--- src/rtl/esr_pkg.sv ---
package esr_pkg;

    localparam int unsigned ESR_W = 32;

    // Field numbers count from the most significant end; the position matters
    // because the core's read path decodes these exact bits.
    typedef enum int unsigned {
        FLD_MCHK  = 0,
        FLD_ILL   = 4,
        FLD_PRIV  = 5,
        FLD_TRAP  = 6,
        FLD_STORE = 8,
        FLD_ZONE  = 9,
        FLD_U0    = 16
    } esr_field_e;

    typedef struct packed {
        logic mchk;
        logic ill;
        logic priv;
        logic trap;
        logic dstore;
        logic istore;
    } exc_strobe_t;

    typedef struct packed {
        logic store;
        logic zone;
        logic nx_guard;
        logic u0;
    } exc_qual_t;

    typedef struct packed {
        logic mchk;
        logic ill;
        logic priv;
        logic trap;
        logic store;
        logic zone;
        logic u0;
    } syn_flags_t;

    function automatic int unsigned fld_idx(esr_field_e f);
        return ESR_W - 1 - int'(f);
    endfunction

    function automatic logic [ESR_W-1:0] flags_to_word(syn_flags_t s);
        logic [ESR_W-1:0] w;
        w = '0;
        w[fld_idx(FLD_MCHK)]  = s.mchk;
        w[fld_idx(FLD_ILL)]   = s.ill;
        w[fld_idx(FLD_PRIV)]  = s.priv;
        w[fld_idx(FLD_TRAP)]  = s.trap;
        w[fld_idx(FLD_STORE)] = s.store;
        w[fld_idx(FLD_ZONE)]  = s.zone;
        w[fld_idx(FLD_U0)]    = s.u0;
        return w;
    endfunction

    localparam logic [ESR_W-1:0] LIVE_MASK = flags_to_word('1);
    localparam logic [ESR_W-1:0] MCHK_BIT  = flags_to_word(syn_flags_t'{mchk: 1'b1, default: 1'b0});

endpackage

--- src/rtl/esr_event_decode.sv ---
module esr_event_decode
    import esr_pkg::*;
(
    input  exc_strobe_t stb,
    input  exc_qual_t   qual,
    output syn_flags_t  flags,
    output logic        taken
);
    always_comb begin
        flags.mchk  = stb.mchk;
        flags.ill   = stb.ill;
        flags.priv  = stb.priv;
        flags.trap  = stb.trap;
        flags.store = stb.dstore & qual.store;
        flags.zone  = qual.zone & (stb.dstore | (stb.istore & ~qual.nx_guard));
        flags.u0    = stb.dstore & qual.u0;
    end

    assign taken = |stb;
endmodule

--- src/rtl/esr_write_filter.sv ---
module esr_write_filter
    import esr_pkg::*;
#(
    parameter int unsigned W = ESR_W
) (
    input  logic [W-1:0] wdata,
    output logic [W-1:0] wmasked
);
    // Per-bit gate: only implemented fields may be written.
    for (genvar i = 0; i < W; i++) begin : g_bit
        if (LIVE_MASK[i]) begin : g_live
            assign wmasked[i] = wdata[i];
        end else begin : g_dead
            assign wmasked[i] = 1'b0;
        end
    end
endmodule

--- src/rtl/esr_next_state.sv ---
module esr_next_state
    import esr_pkg::*;
#(
    parameter int unsigned W = ESR_W
) (
    input  logic [W-1:0] cur,
    input  syn_flags_t   flags,
    input  logic         taken,
    input  logic         mchk_en,
    input  logic         we,
    input  logic [W-1:0] wmasked,
    output logic [W-1:0] nxt
);
    logic [W-1:0] image;
    logic [W-1:0] keep;

    always_comb begin
        image = flags_to_word(flags);
        keep  = mchk_en ? '0 : (cur & MCHK_BIT);
        if (taken)
            nxt = image | keep;
        else if (we)
            nxt = wmasked;
        else
            nxt = cur;
    end
endmodule

--- src/rtl/exc_syndrome_reg.sv ---
module exc_syndrome_reg
    import esr_pkg::*;
(
    input  logic             clk,
    input  logic             rst,
    input  logic             evt_mchk,
    input  logic             evt_illegal,
    input  logic             evt_priv,
    input  logic             evt_trap,
    input  logic             evt_dstore,
    input  logic             evt_istore,
    input  logic             q_store,
    input  logic             q_zone,
    input  logic             q_nx_guard,
    input  logic             q_u0,
    input  logic             mchk_en,
    input  logic             sw_we,
    input  logic [ESR_W-1:0] sw_wdata,
    output logic [ESR_W-1:0] rd_data
);
    exc_strobe_t      stb;
    exc_qual_t        qual;
    syn_flags_t       flags;
    logic             taken;
    logic [ESR_W-1:0] wmasked;
    logic [ESR_W-1:0] nxt;
    logic [ESR_W-1:0] esr_q;

    assign stb  = '{mchk: evt_mchk, ill: evt_illegal, priv: evt_priv,
                    trap: evt_trap, dstore: evt_dstore, istore: evt_istore};
    assign qual = '{store: q_store, zone: q_zone, nx_guard: q_nx_guard, u0: q_u0};

    esr_event_decode u_dec (
        .stb   (stb),
        .qual  (qual),
        .flags (flags),
        .taken (taken)
    );

    esr_write_filter #(.W(ESR_W)) u_wf (
        .wdata   (sw_wdata),
        .wmasked (wmasked)
    );

    esr_next_state #(.W(ESR_W)) u_ns (
        .cur     (esr_q),
        .flags   (flags),
        .taken   (taken),
        .mchk_en (mchk_en),
        .we      (sw_we),
        .wmasked (wmasked),
        .nxt     (nxt)
    );

    always_ff @(posedge clk) begin
        if (rst)
            esr_q <= '0;
        else
            esr_q <= nxt;
    end

    assign rd_data = esr_q;
endmodule

--- config.mk ---
export PLATFORM = sky130hd
export DESIGN_NAME = exc_syndrome_reg
export DESIGN_NICKNAME = d
export VERILOG_FILES = /design/src/rtl/esr_pkg.sv /design/src/rtl/esr_event_decode.sv /design/src/rtl/esr_write_filter.sv /design/src/rtl/esr_next_state.sv /design/src/rtl/exc_syndrome_reg.sv
export SDC_FILE = /design/constraint.sdc
export NUM_CORES = 1
export LEC_CHECK = 0
export ABC_AREA = 0
export BUFFER_PORTS_ARGS = -buffer_cell sky130_fd_sc_hd__buf_2
export CORE_MARGIN = 2
export CORE_UTILIZATION = 28
export CTS_BUF_LIST = sky130_fd_sc_hd__clkbuf_8
export DETAILED_ROUTE_END_ITERATION = 6
export GPL_ROUTABILITY_DRIVEN = 0
export PLACE_DENSITY = 0.77
export SYNTH_ARGS = -nofsm -noshare
export SYNTH_HDL_FRONTEND = slang
export SYNTH_SLANG_ARGS = --single-unit
--- constraint.sdc ---
create_clock -name clk -period 1.22 [get_ports clk]
set_clock_uncertainty 0.2 [all_clocks]
set_input_delay 0.244 -clock clk [delete_from_list [all_inputs] [get_ports clk]]
set_output_delay 0.244 -clock clk [all_outputs]
set_load 0.005 [all_outputs]
Yosys cells after proc, flatten, opt, wreduce, memory -nomap -nowiden
Cells that the tools add are included.
- mux-type cells: 3
- bitwise operators: 7
- reductions and logical operators: 2
- operator list (operator ; number):
    2-to-1 mux 32 bit ; 3
    OR 32 bit ; 1
    OR reduction 6 bit ; 1
    bitwise AND 1 bit ; 4
    nonzero test 2 bit ; 1
    NOT 1 bit ; 1
    OR 1 bit ; 1
- flip-flop bits (word level): 32
- input bits: 46
- output and inout bits: 32
- logic and storage cells: 13

Longest topological paths before layout
- word-level depth: 6
- gate-level depth with buffers: 4
- gate-level depth less buffers: 3

Modules after synthesis
Synthesis repeated with hierarchy kept, for this count alone.
- cell total of the unflattened synthesis: 192
- area total of the unflattened synthesis: 1746.7 um^2
- modules (own cells, without submodules) (module ; instances ; cells an instance ; area an instance (um^2) ; sequential area each (um^2)):
    exc_syndrome_reg ; 1 ; 67 ; 863.3 ; 640.6
    esr_next_state ; 1 ; 81 ; 563.0 ; 0.0
    esr_write_filter ; 1 ; 33 ; 244.0 ; 0.0
    esr_event_decode ; 1 ; 11 ; 76.3 ; 0.0

Worst setup path after synthesis
Ideal clock, no wire load.
- path type: input port to flip-flop
- start: input port evt_illegal
- end: register esr_q[22], in the netlist rd_data[22]
- library setup time: 0.128 ns
- data arrival time: 1.015 ns
- data required time: 0.892 ns
- path slack: -0.124 ns
- stages on the path: 4
- buffers on the path: 1
- cells stage by stage: nor4_4 > and2_1 > buf_2 > a221oi_1
- cells in the longest elaborated chain, start to end: 2
- elaborated cells on any way between the ends: 3
- classes of those cells: 1 x mux; 2 x reduce/logical
- RTL lines (item ; line ; source):
    start: declaration ; exc_syndrome_reg.sv:7 ; input logic evt_illegal,
    OR reduction 6 bit * ; esr_event_decode.sv:19 ; assign taken = |stb;
    2-to-1 mux 32 bit or nonzero test 2 bit (tied branches) ; - ;
    end signal: assignment ; exc_syndrome_reg.sv:59 ; esr_q <= nxt;
    end: declaration ; exc_syndrome_reg.sv:27 ; logic [ESR_W-1:0] esr_q;
Mark *: on every way between the ends. The rest lies on a longest branch, timed or not.
A chain may end at the register's enable or synchronous reset.

Final worst setup path
- start: input port evt_priv
- end: register esr_q[15], in the netlist rd_data[15]
- cells in the longest elaborated chain, start to end: 2
- elaborated cells on any way between the ends: 3
- classes of those cells: 1 x mux; 2 x reduce/logical
- RTL lines (item ; line ; source):
    start: declaration ; exc_syndrome_reg.sv:8 ; input logic evt_priv,
    OR reduction 6 bit * ; esr_event_decode.sv:19 ;
    2-to-1 mux 32 bit or nonzero test 2 bit (tied branches) ; - ;
Marked as above.

==> out/metrics.sh <==
STATUS='completed'
ANTENNA_VIOLATING_NETS_POST_ROUTE=0
DESIGN.DIE.AREA_SQ_UM=2400
CTS_INSERTED_BUFFERS=3
PORT_BUFFERS=27
CRITICAL-PATH-TOP-DELAY-FAMILY='simple AND/OR/NAND/NOR gates'
DRT-TOTAL-WL_MM=1.30
SYNTHESIS.INSTANCES=70
VIA_COUNT_OF_THE_FIRST_GLOBAL_ROUTING_PASS=454
N_FILL_CELL=223
CORE_AREA_SQ_UM=1940
YOSYSSEQAREASHARE_PCT=24.8
CPMAXSTAGEDELAYCELL='sky130_fd_sc_hd__nor4_4'
COUNT_OF_STATE_ELEMENTS_AFTER_SYNTHESIS=7
CLOCK_TREE.HTREE_LEVEL_COUNT=1
LAYOUT.CELLS.MOST_COMMON_LIST='25 x sky130_fd_sc_hd__conb_1, 25 x sky130_fd_sc_hd__buf_2, 7 x sky130_fd_sc_hd__dfxtp_1, 6 x sky130_fd_sc_hd__nor2_1, 6 x sky130_fd_sc_hd__nand2b_1'
TIMING.CRITICAL_PATH.BUF_INV=2
TIMING.SETUP.TNS_NS=0
MIN-DELAY-PATH-CLASS='in -> reg'
CRIT_PATH_END_KIND='flop'
SEQ_AREA_SQ_UM=140
DIE_W_UM=48.9
LARGEST_STAGE_DELAY_ON_THE_CRITICAL_PATH_NS=0.28
REG2REG_SETUP_SLACK_NS=0.25
FIRST_ITER_VIOLATIONS=4
DRT_PASS1_ITERATIONS=4
FIN_CRIT_NS=1.22
INITIAL_CORE_UTILIZATION_PCT=29.1
CTS-ROOT-BUF='sky130_fd_sc_hd__clkbuf_8'
GRT_MAX_DEGREE=14
GRT_USE_TOTAL_PCT=10.9
NUMBER_OF_ANTENNA_VIOLATIONS_AT_THE_FIRST_CHECK_IN_GLOBAL_ROUTING=0
WL_PER_CELL_UM=10.0
LAYOUT_WORST_PATH_CYCLE_SHARE_PCT=99.7
DPL_CELL_AREA_SQ_UM=658
CRITPATHARRIVALTIME_NS=1.16
MULTI_INPUT_AREA_SQ_UM=352
CP.REQUIRED_NS=1.16
FIN_NETS=150
TIMING_MAX_TRANSITION_VIOLATIONS_FINAL=0
FINAL-SETUP-VIOL-COUNT=0
LARGEST_REG_FLOPS=7
MIN_FROM='q_store'
AREA_GROWTH_SYN_TO_LAYOUT_PCT=35.6
POSTLAYOUTCOREUTIL_PCT=39.5
ROUTE.DETAILED.DRC=0
POWER.LEAKAGE_nW=0.385
HOLD_VIOL=0
SETUP.WORST_PATH.CLASS='in -> reg'
RSZ0062_AT_GRT='yes'
SYNTHESIS.AREA_SQ_UM=566
FINALINSTANCEAREA_SQ_UM=767
ROWS=16
ANTENNA_FIX_CELLS=0
TIMING.FMAX_MHz=822
VIAS_AFTER_DETAILED_ROUTING=529
FLOORPLAN.DIE.HEIGHT_UM=48.9
CTS_TREE='built'
MAXIMUM_VDD_DROP_mV=0.346
REG2REG_FROM='rd_data[31]$_SDFFE_PP0P_'
HPWL_DETAILED_UM=998
SETUP.WORST_PATH.START_CLASS='input port'
YS_WARN_COUNT=0
POST_ROUTE_CELLS_DRIVE_ABOVE_1_SHARE_PCT=41.7
ROUTED_VIA_DENSITY=4.07
HOLD_SLACK_NS=0.0833
TIMING.REG2REG.WORST_PATH_DEPTH=2
CLOCK_PATH_BUFFERS=2
ORDERED_CELL_LIST_FOR_THE_CRITICAL_PATH='buf_8, nor4_4, buf_4, nand3_1, a221oi_2'
GRT_PASS1_WL_MM=1.92
IO_PINS=78
CLK_LATENCY_NS=0.23
P_PER_AREA_nW_PER_UM2=936
HOLDPATHEND='rd_data[23]$_SDFFE_PP0P_'
SYN_AREA_PER_CELL_SQ_UM=8.08
CLK_PIN_SLEW_WORST_PATHS_NS=0.04
CRITICAL_PATH.MAX_FANOUT=5
GRT_OVERFLOW_TOTAL=0
CLOCK_SINKS=7
POST_SYNTHESIS_CELL_TYPE_COUNT=19
RR_ENDPOINT='rd_data[31]$_SDFFE_PP0P_'
WORST_HOLD_DEPTH=3
MAX_CAP_VIOL_COUNT=0
## cell usage after synthesis
library cell / instances / share of area [%]
sky130_fd_sc_hd__a211oi_1: 4 / 5.3
sky130_fd_sc_hd__a221oi_1: 4 / 6.2
sky130_fd_sc_hd__a31oi_1: 3 / 3.3
sky130_fd_sc_hd__and2_1: 1 / 1.1
sky130_fd_sc_hd__buf_1: 1 / 0.66
sky130_fd_sc_hd__buf_2: 1 / 0.88
sky130_fd_sc_hd__buf_4: 25 / 33
sky130_fd_sc_hd__conb_1: 1 / 0.66
sky130_fd_sc_hd__dfxtp_1: 7 / 25
sky130_fd_sc_hd__inv_1: 1 / 0.66
sky130_fd_sc_hd__mux2i_1: 1 / 1.8
sky130_fd_sc_hd__nand2_1: 2 / 1.3
sky130_fd_sc_hd__nand2b_1: 6 / 6.6
sky130_fd_sc_hd__nand3_1: 3 / 2.7
sky130_fd_sc_hd__nor2_1: 6 / 4.0
sky130_fd_sc_hd__nor2_2: 1 / 1.1
sky130_fd_sc_hd__nor2b_1: 1 / 1.1
sky130_fd_sc_hd__nor4_4: 1 / 3.8
sky130_fd_sc_hd__o21ai_0: 1 / 0.88
## worst reg2reg max path, cell delays in order, from the launching register on
cell,delay [ns]
sky130_fd_sc_hd__dfxtp_1,0.31
sky130_fd_sc_hd__a221oi_1,0.26
sky130_fd_sc_hd__a211oi_1,0.07
## timing repair
action,CTS,global route
hold buffers,0,0
gates resized for setup,7,7
endpoints found under the hold margin,0,0
setup buffers,0,1
setup endpoints to repair,7,7
pin swaps,5,6
## layout make-up
| cell class | count | share of cell area (%) |
|---|---|---|
| Multi-Input combinational cell | 59 | 45.8 |
| Timing Repair Buffer | 32 | 25.1 |
| Sequential cell | 7 | 18.3 |
| Clock buffer | 3 | 5.38 |
| Tap cell | 27 | 4.40 |
| Clock inverter | 1 | 0.489 |
| Inverter | 1 | 0.489 |
## kinds of logic (layout without fill, tap and decap cells)
family | count (synthesis) | after routing | share of synthesized area, %
AO/OA/AOI/OAI | 12 | 12 | 15.7
buffers and inverters | 28 | 37 | 35.4
flip-flops | 7 | 7 | 24.8
multiplexers | 1 | 1 | 1.77
other | 1 | 25 | 0.663
AND/OR/NAND/NOR | 21 | 21 | 21.7
## how the worst max path moves through the flow
stage               cells after the start   startpoint                        to  slack (ns)
global route                            5     evt_priv  rd_data[15]$_SDFFE_PP0P_       -0.05
floorplan                               4   evt_dstore  rd_data[22]$_SDFFE_PP0P_       -0.10
finish                                  5     evt_priv  rd_data[15]$_SDFFE_PP0P_       0.004
CTS                                     5  evt_illegal  rd_data[25]$_SDFFE_PP0P_       -0.01
detailed placement                      4   evt_dstore  rd_data[22]$_SDFFE_PP0P_       -0.31
global placement                        4   evt_dstore  rd_data[22]$_SDFFE_PP0P_       -0.28
## report_power, final
part / switching (mW) / total, mW / leakage [nW] / internal [mW]
combinational: 0.0778 / 0.148 / 0.300 / 0.0706
clock: 0.103 / 0.320 / 0.0269 / 0.218
sequential: 0.00672 / 0.249 / 0.0581 / 0.243
total: 0.187 / 0.718 / 0.385 / 0.531
## per-stage QoR
step                cells  worst slack [ns]  total power, mW
floorplan              94            -0.101            0.371
detailed placement    125            -0.309            0.382
finish                130           0.00364            0.718
global route          130           -0.0542            0.757
CTS                   129           -0.0120            0.712
global placement      125            -0.284            0.380
## per-layer routing
| layer | GRT usage, % | share of wire, % |
|---|---|---|
| met1 | 11.9 | 40 |
| met2 | 16.2 | 44 |
| met3 | 2.15 | 12 |
| met4 | 12.9 | 3.8 |
| met5 | 0 | 0 |
(Power assumes the default switching activity.)
